<file path="src/rtl/tdr_pkg.sv">
package tdr_pkg;

    typedef enum logic [1:0] {
        ST_IDLE  = 2'd0,
        ST_COUNT = 2'd1,
        ST_HOLD  = 2'd2
    } tdr_state_e;

endpackage

</file>
<file path="src/rtl/tdr_carrier_edge.sv">
module tdr_carrier_edge (
    input  logic clk,
    input  logic rst_n,
    input  logic carrier_sense,
    output logic carrier_lost
);

    logic cs_prev_q;

    always_ff @(posedge clk) begin
        if (!rst_n) begin
            cs_prev_q <= 1'b0;
        end else begin
            cs_prev_q <= carrier_sense;
        end
    end

    always_comb begin
        carrier_lost = cs_prev_q && !carrier_sense;
    end

    // a detected loss implies carrier was present one clock earlier
    p_loss_edge_r2: assert property (@(posedge clk) disable iff (!rst_n)
        carrier_lost |-> $fell(carrier_sense));

endmodule

</file>
<file path="src/rtl/tdr_window_fsm.sv">
module tdr_window_fsm
    import tdr_pkg::*;
(
    input  logic       clk,
    input  logic       rst_n,
    input  logic       tx_start,
    input  logic       tx_end,
    input  logic       carrier_lost,
    input  logic       tick_10m,
    output logic       cnt_clear,
    output logic       cnt_inc,
    output tdr_state_e state
);

    tdr_state_e state_q;
    tdr_state_e state_d;

    always_comb begin
        state_d = state_q;
        unique case (state_q)
            ST_IDLE: begin
                if (tx_start) state_d = ST_COUNT;          // START_FROM_IDLE
            end
            ST_COUNT: begin
                if (tx_start)          state_d = ST_COUNT; // RESTART
                else if (carrier_lost) state_d = ST_HOLD;  // CARRIER_LOST
                else if (tx_end)       state_d = ST_HOLD;  // TX_DONE
            end
            ST_HOLD: begin
                if (tx_start) state_d = ST_COUNT;          // REARM
            end
            default: state_d = ST_IDLE;
        endcase
    end

    always_ff @(posedge clk) begin
        if (!rst_n) begin
            state_q <= ST_IDLE;
        end else begin
            state_q <= state_d;
        end
    end

    always_comb begin
        cnt_clear = tx_start;
        cnt_inc   = 1'b0;
        unique case (state_q)
            ST_COUNT: cnt_inc = tick_10m && !tx_start && !carrier_lost && !tx_end;
            ST_IDLE,
            ST_HOLD:  cnt_inc = 1'b0;
            default:  cnt_inc = 1'b0;
        endcase
        state = state_q;
    end

    p_stop_on_loss_r2: assert property (@(posedge clk) disable iff (!rst_n)
        (state_q == ST_COUNT && carrier_lost && !tx_start) |=> state_q == ST_HOLD);

    p_stop_on_end_r3: assert property (@(posedge clk) disable iff (!rst_n)
        (state_q == ST_COUNT && tx_end && !tx_start) |=> state_q == ST_HOLD);

    p_start_opens_r5: assert property (@(posedge clk) disable iff (!rst_n)
        tx_start |=> state_q == ST_COUNT);

endmodule

</file>
<file path="src/rtl/tdr_sat_counter.sv">
module tdr_sat_counter #(
    parameter int CNT_W = 10
) (
    input  logic             clk,
    input  logic             rst_n,
    input  logic             clr,
    input  logic             inc,
    output logic [CNT_W-1:0] cnt
);

    localparam logic [CNT_W-1:0] CNT_MAX = {CNT_W{1'b1}};

    logic [CNT_W-1:0] cnt_q;

    always_ff @(posedge clk) begin
        if (!rst_n) begin
            cnt_q <= '0;
        end else if (clr) begin
            cnt_q <= '0;
        end else if (inc && (cnt_q != CNT_MAX)) begin
            cnt_q <= cnt_q + 1'b1;
        end
    end

    assign cnt = cnt_q;

    p_no_overflow_r4: assert property (@(posedge clk) disable iff (!rst_n)
        (cnt_q == CNT_MAX && !clr) |=> cnt_q == CNT_MAX);

    p_step_r1: assert property (@(posedge clk) disable iff (!rst_n)
        (inc && !clr && cnt_q != CNT_MAX) |=> cnt_q == $past(cnt_q) + 1'b1);

    p_clear_r5: assert property (@(posedge clk) disable iff (!rst_n)
        clr |=> cnt_q == '0);

endmodule

</file>
<file path="src/rtl/tdr_read_port.sv">
module tdr_read_port #(
    parameter int CNT_W = 10,
    parameter int REG_W = 16
) (
    input  logic [CNT_W-1:0] cnt,
    input  logic             reg_rd,
    input  logic             ctrl_stopped,
    input  logic             ctrl_suspended,
    output logic [REG_W-1:0] reg_rdata
);

    localparam int PAD_W = REG_W - CNT_W;

    logic access_ok;

    always_comb begin
        access_ok = reg_rd && (ctrl_stopped || ctrl_suspended);
        reg_rdata = access_ok ? {{PAD_W{1'b0}}, cnt} : '0;
    end

    always_comb begin
        if (!(ctrl_stopped || ctrl_suspended)) begin
            a_gate_r7: assert (reg_rdata == '0);
        end
    end

endmodule

</file>
<file path="src/rtl/tdr_fault_timer.sv">
module tdr_fault_timer
    import tdr_pkg::*;
#(
    parameter int CNT_W = 10,
    parameter int REG_W = 16
) (
    input  logic             clk,
    input  logic             rst_n,
    input  logic             tx_start,
    input  logic             tx_end,
    input  logic             carrier_sense,
    input  logic             tick_10m,
    input  logic             ctrl_stopped,
    input  logic             ctrl_suspended,
    input  logic             reg_rd,
    input  logic             reg_wr,
    input  logic [REG_W-1:0] reg_wdata,
    output logic [REG_W-1:0] reg_rdata
);

    logic             carrier_lost;
    logic             cnt_clear;
    logic             cnt_inc;
    logic [CNT_W-1:0] count;
    tdr_state_e       state;

    tdr_carrier_edge u_edge (
        .clk           (clk),
        .rst_n         (rst_n),
        .carrier_sense (carrier_sense),
        .carrier_lost  (carrier_lost)
    );

    tdr_window_fsm u_fsm (
        .clk          (clk),
        .rst_n        (rst_n),
        .tx_start     (tx_start),
        .tx_end       (tx_end),
        .carrier_lost (carrier_lost),
        .tick_10m     (tick_10m),
        .cnt_clear    (cnt_clear),
        .cnt_inc      (cnt_inc),
        .state        (state)
    );

    tdr_sat_counter #(.CNT_W(CNT_W)) u_cnt (
        .clk   (clk),
        .rst_n (rst_n),
        .clr   (cnt_clear),
        .inc   (cnt_inc),
        .cnt   (count)
    );

    tdr_read_port #(.CNT_W(CNT_W), .REG_W(REG_W)) u_port (
        .cnt            (count),
        .reg_rd         (reg_rd),
        .ctrl_stopped   (ctrl_stopped),
        .ctrl_suspended (ctrl_suspended),
        .reg_rdata      (reg_rdata)
    );

    p_hold_r9: assert property (@(posedge clk) disable iff (!rst_n)
        (state != ST_COUNT && !tx_start) |=> $stable(count));

    p_write_ignored_r8: assert property (@(posedge clk) disable iff (!rst_n)
        (reg_wr && reg_wdata != '0 && state != ST_COUNT && !tx_start) |=> $stable(count));

endmodule

</file>
<file path="config.mk">
export PLATFORM = sky130hd
export DESIGN_NAME = tdr_fault_timer
export DESIGN_NICKNAME = d
export VERILOG_FILES = /design/src/rtl/tdr_pkg.sv /design/src/rtl/tdr_carrier_edge.sv /design/src/rtl/tdr_window_fsm.sv /design/src/rtl/tdr_sat_counter.sv /design/src/rtl/tdr_read_port.sv /design/src/rtl/tdr_fault_timer.sv
export SDC_FILE = /design/constraint.sdc
export NUM_CORES = 1
export LEC_CHECK = 0
export ABC_AREA = 1
export BUFFER_PORTS_ARGS = -buffer_cell sky130_fd_sc_hd__buf_2
export CORE_MARGIN = 10
export CORE_UTILIZATION = 49
export DETAILED_ROUTE_END_ITERATION = 7
export GPL_TIMING_DRIVEN = 1
export PLACE_DENSITY_LB_ADDON = 0.15
export SYNTH_ARGS = -nofsm -noshare
export SYNTH_HDL_FRONTEND = slang
export SYNTH_SLANG_ARGS = --single-unit
export TNS_END_PERCENT = 10
</file>
<file path="constraint.sdc">
create_clock -name clk -period 2.5 [get_ports clk]
set_input_delay 0.125 -clock clk [delete_from_list [all_inputs] [get_ports clk]]
set_output_delay 0.125 -clock clk [all_outputs]
set_load 0.02 [all_outputs]
</file>
==> flow_metrics.env, run 1 <==
export IMPL_outcome="completed"
export IMPL_overflow=0
export IMPL_layout_common_cells="nand2_1 (36), nor2_1 (23), inv_1 (19)"
export IMPL_clock_sinks=13
export IMPL_syn_area_um2=901
export IMPL_cts_tree="built"
export IMPL_cts_setup_buffers=0
export IMPL_layout_core_utilization=0.592
export IMPL_clock_path_buffers=2
export IMPL_hp_start="carrier_sense"
export IMPL_critPathLaunch="u_cnt.cnt[1]"
export IMPL_power_frac_comb=0.101
export IMPL_min_period_over_period=0.559
export IMPL_cts_resized=0
export IMPL_startpoint_type="register"
export IMPL_die_y_um=62.9
export IMPL_io_buffer_count=18
export IMPL_detail_route_wl_per_cell_um=10.4
export IMPL_drtPass1Iterations=4
export IMPL_diodes=0
export IMPL_max_slew_worst_pin_slew_ns=0.720
export IMPL_finalPower_w=0.000381
export IMPL_p_leak_nw=0.464
export IMPL_rr_worst_depth=8
export IMPL_dpl_hpwl_mm=1.64
export IMPL_min_path_cells=3
export IMPL_h_tree_depth=1
export IMPL_tns_ns=0
export IMPL_area_growth_pct=13.5
export IMPL_syn_inst=143
export IMPL_initial_core_util=0.522
export IMPL_hold_viol=0
export IMPL_post_drt_via_cell_ratio=4.75
export IMPL_fin_crit_ns=1.40
export IMPL_drc=0
export IMPL_placementRows=15
export IMPL_end_kind="register"
export IMPL_cts_buffers_inserted=3
export IMPL_cp_data_arrival_time_ns=1.61
export IMPL_timing_final_max_slew_violations=0
export IMPL_intPower_w=0.000282
export IMPL_worstHoldEndpoint="u_edge.cs_prev_q"
export IMPL_first_global_vias=778
export IMPL_ctsHoldBuffers=0
export IMPL_root_buffer="clkbuf_4"
export IMPL_ant_nets=0
export IMPL_rsz0062_at_grt="no"
export IMPL_ios=42
export IMPL_cts_reportedPaths_clkPinSlew_ns=0.08
export IMPL_powerDensity_nw_per_um2=373
export IMPL_reg2reg_to="u_cnt.cnt[6]"
export IMPL_whs_ns=0.0435
export IMPL_synth_sequential_area_ratio=0.289
export IMPL_slew_headroom=0.517
export IMPL_p_sw_w=0.0000992
export IMPL_yosysWarnings=0
export IMPL_routabilityCongestion=0.830
export IMPL_drtIter0Drc=19
export IMPL_crit_type="reg2reg"
export IMPL_syn_area_per_cell_um2=6.30
export IMPL_track_usage=0.0977
export IMPL_path_max_fanout=5
export IMPL_vias=897
export IMPL_final_layout_size_suffix_gt1_frac=0.244
export IMPL_r2r_start="u_cnt.cnt[1]"
export IMPL_yosysUniqueCellTypes=20
export IMPL_setup_viol=0
export IMPL_fmax_ghz=0.715
export IMPL_grt_pass1_wl_mm=3.34
export IMPL_min_path_type="in2reg"
export IMPL_ys_ff_latch=13
export IMPL_layout_commonest_cell="nand2_1"
export IMPL_fin_skew_ns=0.00228
export IMPL_swShare=0.260
export IMPL_p_clk_frac=0.346
export IMPL_clock_latency_ns=0.27
export IMPL_drv_cap=0
export IMPL_antenna_found_initial=0
export IMPL_core_area_um2=1730
export IMPL_die_area_um2=3950
export IMPL_fillers=196
export IMPL_dieWidth_um=62.9
export IMPL_nets=192
export IMPL_wl_mm=1.97
export IMPL_power_frac_seq=0.553
export IMPL_ir_drop_mv=0.287
export IMPL_grt_max_degree=11
export IMPL_required_ns=2.71
export IMPL_r2r_slack_ns=1.10
-- metal layers --
metal | routed length (µm) | vias to the layer above | track usage
li1 | - | 474 | -
met1 | 931 | 393 | 0.128
met2 | 900 | 24 | 0.141
met3 | 106 | 6 | 0.0251
met4 | 35 | 0 | 0.0503
met5 | 0 | - | 0
-- stage by stage --
step	setup slack, ns	cells	area [µm²]
after global placement	1.16	185	996
final	1.10	189	1020
after CTS	1.09	189	1020
after detailed placement	1.12	185	996
after global routing	0.954	189	1020
after floorplan	1.30	148	920
-- cell type report --
type                       instances  area (µm²)  area share
sequential                        13         260       0.255
tap                               25        31.3      0.0306
multi-input combinational        108         536       0.524
clock buffer                       4        26.3      0.0257
inverter                          21        78.8      0.0771
timing repair buffer              18        90.1      0.0881
-- cells by family after synthesis --
family,after synthesis,share of synthesized area
flip-flops,13,0.289
buffers and inverters,27,0.138
other,1,0.00416
AO/OA/AOI/OAI,18,0.106
adder cells (fa/ha/maj),1,0.0139
AND/OR/NAND/NOR,83,0.450
-- power groups by stage --
stage | registers (W) | logic (W) | clock network, W
finish | 0.000211 | 0.0000385 | 0.000132
global route | 0.000211 | 0.0000433 | 0.000141
CTS | 0.000211 | 0.0000385 | 0.000135
detailed placement | 0.000216 | 0.0000384 | 0
global placement | 0.000216 | 0.0000373 | 0
floorplan | 0.000216 | 0.0000335 | 0
-- worst max-delay path by stage --
stage                    to  slack (ns)  depth (start not counted)
3_5_place_dp   u_cnt.cnt[7]        1.12                          8
2_1_floorplan  u_cnt.cnt[8]        1.30                          8
4_1_cts        u_cnt.cnt[5]        1.09                          8
5_1_grt        u_cnt.cnt[6]        0.95                          8
3_3_place_gp   u_cnt.cnt[5]        1.16                          8
6_report       u_cnt.cnt[6]        1.10                          8
-- worst max-delay path, cell delays in order, from the launching register on --
cell,delay (ns)
dfxtp_1,0.35
ha_1,0.21
nand2_2,0.13
inv_1,0.08
nand2_2,0.11
nor2_2,0.05
nor2_2,0.20
nand2_1,0.08
a21oi_1,0.12
-- sequential cells by signal (all words and copies together) (netlist names) --
signal            flops
u_edge.cs_prev_q      1
u_cnt.cnt            10
u_fsm.state           2
-- cell usage after synthesis --
library cell | count | area share
nand2_2 | 4 | 0.028
a21oi_1 | 9 | 0.050
nor2_1 | 23 | 0.096
o211a_1 | 1 | 0.011
inv_2 | 2 | 0.0083
dfxtp_1 | 13 | 0.29
nor2_4 | 3 | 0.037
nand4_1 | 1 | 0.0069
ha_1 | 1 | 0.014
nor2_8 | 1 | 0.022
nand2_4 | 1 | 0.012
o21ai_0 | 3 | 0.017
nand3_1 | 6 | 0.033
o21ai_1 | 5 | 0.028
inv_1 | 19 | 0.079
conb_1 | 1 | 0.0042
buf_4 | 6 | 0.050
nor2_2 | 6 | 0.042
nand2_1 | 36 | 0.15
nand3_2 | 2 | 0.022
Note: power is estimated with default switching activity, not from simulation.
==> inputs of run 2 (changes only) <==
ABC_AREA = 0   (was 1)
CORE_UTILIZATION = 39   (was 49)
clock period = 1.15 ns   (was 2.5 ns; I/O delays follow)
==> flow_metrics.env, run 2 <==
export IMPL_synth_edf_count=0
export IMPL_reg2reg_to="u_cnt.cnt[6]"
export IMPL_timing_final_max_slew_violations=0
export IMPL_ys_ff_latch=13
export IMPL_yosysUniqueCellTypes=31
export IMPL_h_tree_depth=1
export IMPL_ir_drop_mv=0.615
export IMPL_cts_tree="built"
export IMPL_area_growth_pct=56.8
export IMPL_root_buffer="clkbuf_4"
export IMPL_fmax_ghz=0.677
export IMPL_diodes=0
export IMPL_r2r_slack_ns=-0.33
export IMPL_syn_area_per_cell_um2=8.10
export IMPL_hp_start="rst_n"
export IMPL_async_flop_share=0
export IMPL_grt_use_met1=0.121
export IMPL_yosysTopAreaCell="dfxtp_1"
export IMPL_syn_area_um2=786
export IMPL_busiest_layer="met2"
export IMPL_yosysWarnings=0
export IMPL_nets=173
export IMPL_yosys_top_cells_count="dfxtp_1 (13), and2_1 (12), a21oi_1 (7), buf_4 (7)"
export IMPL_outcome="finished, violations left"
export IMPL_synth_top_area_share=0.331
export IMPL_grt_met2_usage=0.218
export IMPL_post_drt_via_cell_ratio=5.01
export IMPL_drv_cap=0
export IMPL_synth_most_common_cell="dfxtp_1"
export IMPL_required_ns=1.36
export IMPL_p_leak_nw=0.510
export IMPL_startpoint_type="register"
export IMPL_initial_core_util=0.405
export IMPL_wl_mm=2.33
export IMPL_min_period_over_period=1.28
export IMPL_hold_viol=0
export IMPL_clock_latency_ns=0.28
export IMPL_rr_worst_depth=4
export IMPL_ant_nets=0
export IMPL_dpl_hpwl_mm=1.79
export IMPL_syn_inst=97
export IMPL_min_path_cells=2
export IMPL_post_place_cells=165
export IMPL_min_path_type="in2reg"
export IMPL_synth_sequential_area_ratio=0.331
export IMPL_synth_area_top_cells="dfxtp_1 (33%), and2_1 (9.6%), buf_4 (6.7%)"
export IMPL_cp_slowest_stage_delay_ns=0.52
export IMPL_fin_crit_ns=1.48
export IMPL_layout_cells_non_filler=172
export IMPL_clock_path_buffers=2
export IMPL_powerDensity_nw_per_um2=694
export IMPL_synth_ff_type="dfxtp_1"
export IMPL_die_area_um2=4210
export IMPL_fin_skew_ns=0.00223
export IMPL_cts_reportedPaths_clkPinSlew_ns=0.08
export IMPL_first_global_vias=938
export IMPL_largest_register_ffs=10
export IMPL_cp_cell_sequence="and4bb_2, nand3_4, or4_1, a21oi_1"
export IMPL_cp_data_arrival_time_ns=1.69
export IMPL_use_met3=0.0309
export IMPL_layout_commonest_cell="buf_4"
export IMPL_cts_buffers_inserted=3
export IMPL_detail_route_wl_per_cell_um=13.6
export IMPL_end_kind="register"
export IMPL_vias=861
export IMPL_drtIter0Drc=11
export IMPL_ios=42
export IMPL_grt_pass1_wl_mm=4.14
export IMPL_path_max_fanout=6
export IMPL_grt_max_degree=11
export IMPL_drtPass1Iterations=5
export IMPL_drc=0
export IMPL_crit_type="reg2reg"
export IMPL_violations="setup timing"
export IMPL_dieWidth_um=64.9
export IMPL_rsz0062_at_grt="yes"
export IMPL_crit_path_top_delay_cell="or4_1"
export IMPL_fillers=198
export IMPL_die_y_um=64.9
export IMPL_placementRows=16
export IMPL_clock_sinks=13
export IMPL_setup_slack_ns=-0.327
export IMPL_worstHoldEndpoint="u_edge.cs_prev_q"
export IMPL_final_layout_size_suffix_gt1_frac=0.469
export IMPL_io_buffer_count=18
export IMPL_layout_common_cells="buf_4 (28), buf_2 (17), and2_1 (11), dfxtp_1 (11)"
export IMPL_routabilityCongestion=0.781
export IMPL_overflow=0
export IMPL_track_usage=0.119
export IMPL_finalPower_w=0.000856
export IMPL_core_area_um2=1940
export IMPL_r2r_start="u_fsm.state[1]"
export IMPL_antenna_found_initial=0
export IMPL_setup_viol=11
==> run 2: cell count changes in the layout (fill, tap and decap cells not counted), moves of 3 or more <==
cell,previous run,this run
nand2_1,36,6
buf_4,0,28
nor2_1,23,5
inv_1,19,4
and2_1,0,11
nor2_2,6,1
o21ai_1,5,0
nand2_2,4,0
nand3_1,6,2
a21oi_1,9,6
nand2b_1,0,3
nor2_4,3,0
or4_1,0,3
==> run 2: final cells by class <==
type                       instances  area, µm²  share of cell area
timing repair buffer              48        328               0.266
inverter                           4       15.0              0.0122
tap                               27       33.8              0.0274
sequential                        13        263               0.213
clock buffer                       4       26.3              0.0213
multi-input combinational         76        567               0.460
==> run 2: stage by stage <==
stage               TNS (ns)  setup slack (ns)  hold WS (ns)  instance area, µm²   util
global placement       -2.27            -0.301         0.272                1120  0.575
floorplan              -1.52            -0.198         0.179                 857      -
finish                 -2.38            -0.327        0.0124                1230  0.635
CTS                    -2.59            -0.332      0.000845                1200  0.617
detailed placement     -2.71            -0.370         0.275                1120  0.575
global route           -3.52            -0.397        0.0317                1230  0.635
==> run 2: what timing repair did <==
item / CTS / global route
setup buffers: 3 / 0
pin swaps: 7 / 5
gates resized for setup: 6 / 8
setup endpoints to repair: 10 / 12
hold endpoints to repair: 1 / 0
hold buffers: 1 / 0
==> run 2: cells by family after synthesis <==
| family | after synthesis | synth area share |
|---|---|---|
| and+or+nand+nor | 48 | 0.360 |
| AOI/OAI and AO/OA | 18 | 0.143 |
| buffers and inverters | 13 | 0.105 |
| DFF | 13 | 0.331 |
| muxes | 3 | 0.0398 |
| adders and majority gates | 1 | 0.0159 |
| other | 1 | 0.00477 |
==> run 2: worst max path at each step <==
| stage | startpoint | endpoint | slack, ns | depth (start not counted) |
|---|---|---|---|---|
| after floorplan | u_cnt.cnt[1] | u_cnt.cnt[3] | -0.20 | 6 |
| final | u_fsm.state[1] | u_cnt.cnt[6] | -0.33 | 4 |
| after global routing | u_fsm.state[1] | u_cnt.cnt[4] | -0.40 | 4 |
| after global placement | u_cnt.cnt[1] | u_cnt.cnt[6] | -0.30 | 6 |
| after detailed placement | u_fsm.state[1] | u_cnt.cnt[7] | -0.37 | 5 |
| after CTS | u_fsm.state[1] | u_cnt.cnt[6] | -0.33 | 4 |
==> run 2: per-layer routing <==
layer | share of wire | vias to the layer above | routed length (µm)
met1 | 0.39 | 402 | 917
met3 | 0.069 | 6 | 161
met5 | 0 | - | 0
li1 | - | 427 | -
met4 | 0.021 | 0 | 49
met2 | 0.52 | 26 | 1200
==> run 2: report_power, final <==
part,internal [W],switching [W]
sequential,0.000455,0.00000232
clock,0.000135,0.000165
combinational,0.0000407,0.0000579
==> run 2: worst max-delay path, delay by kind of cell, from the launching register on <==
family,cells,cell delay (ns)
and+or+nand+nor,3,0.95
AOI/OAI and AO/OA,1,0.14
DFF,1,0.31
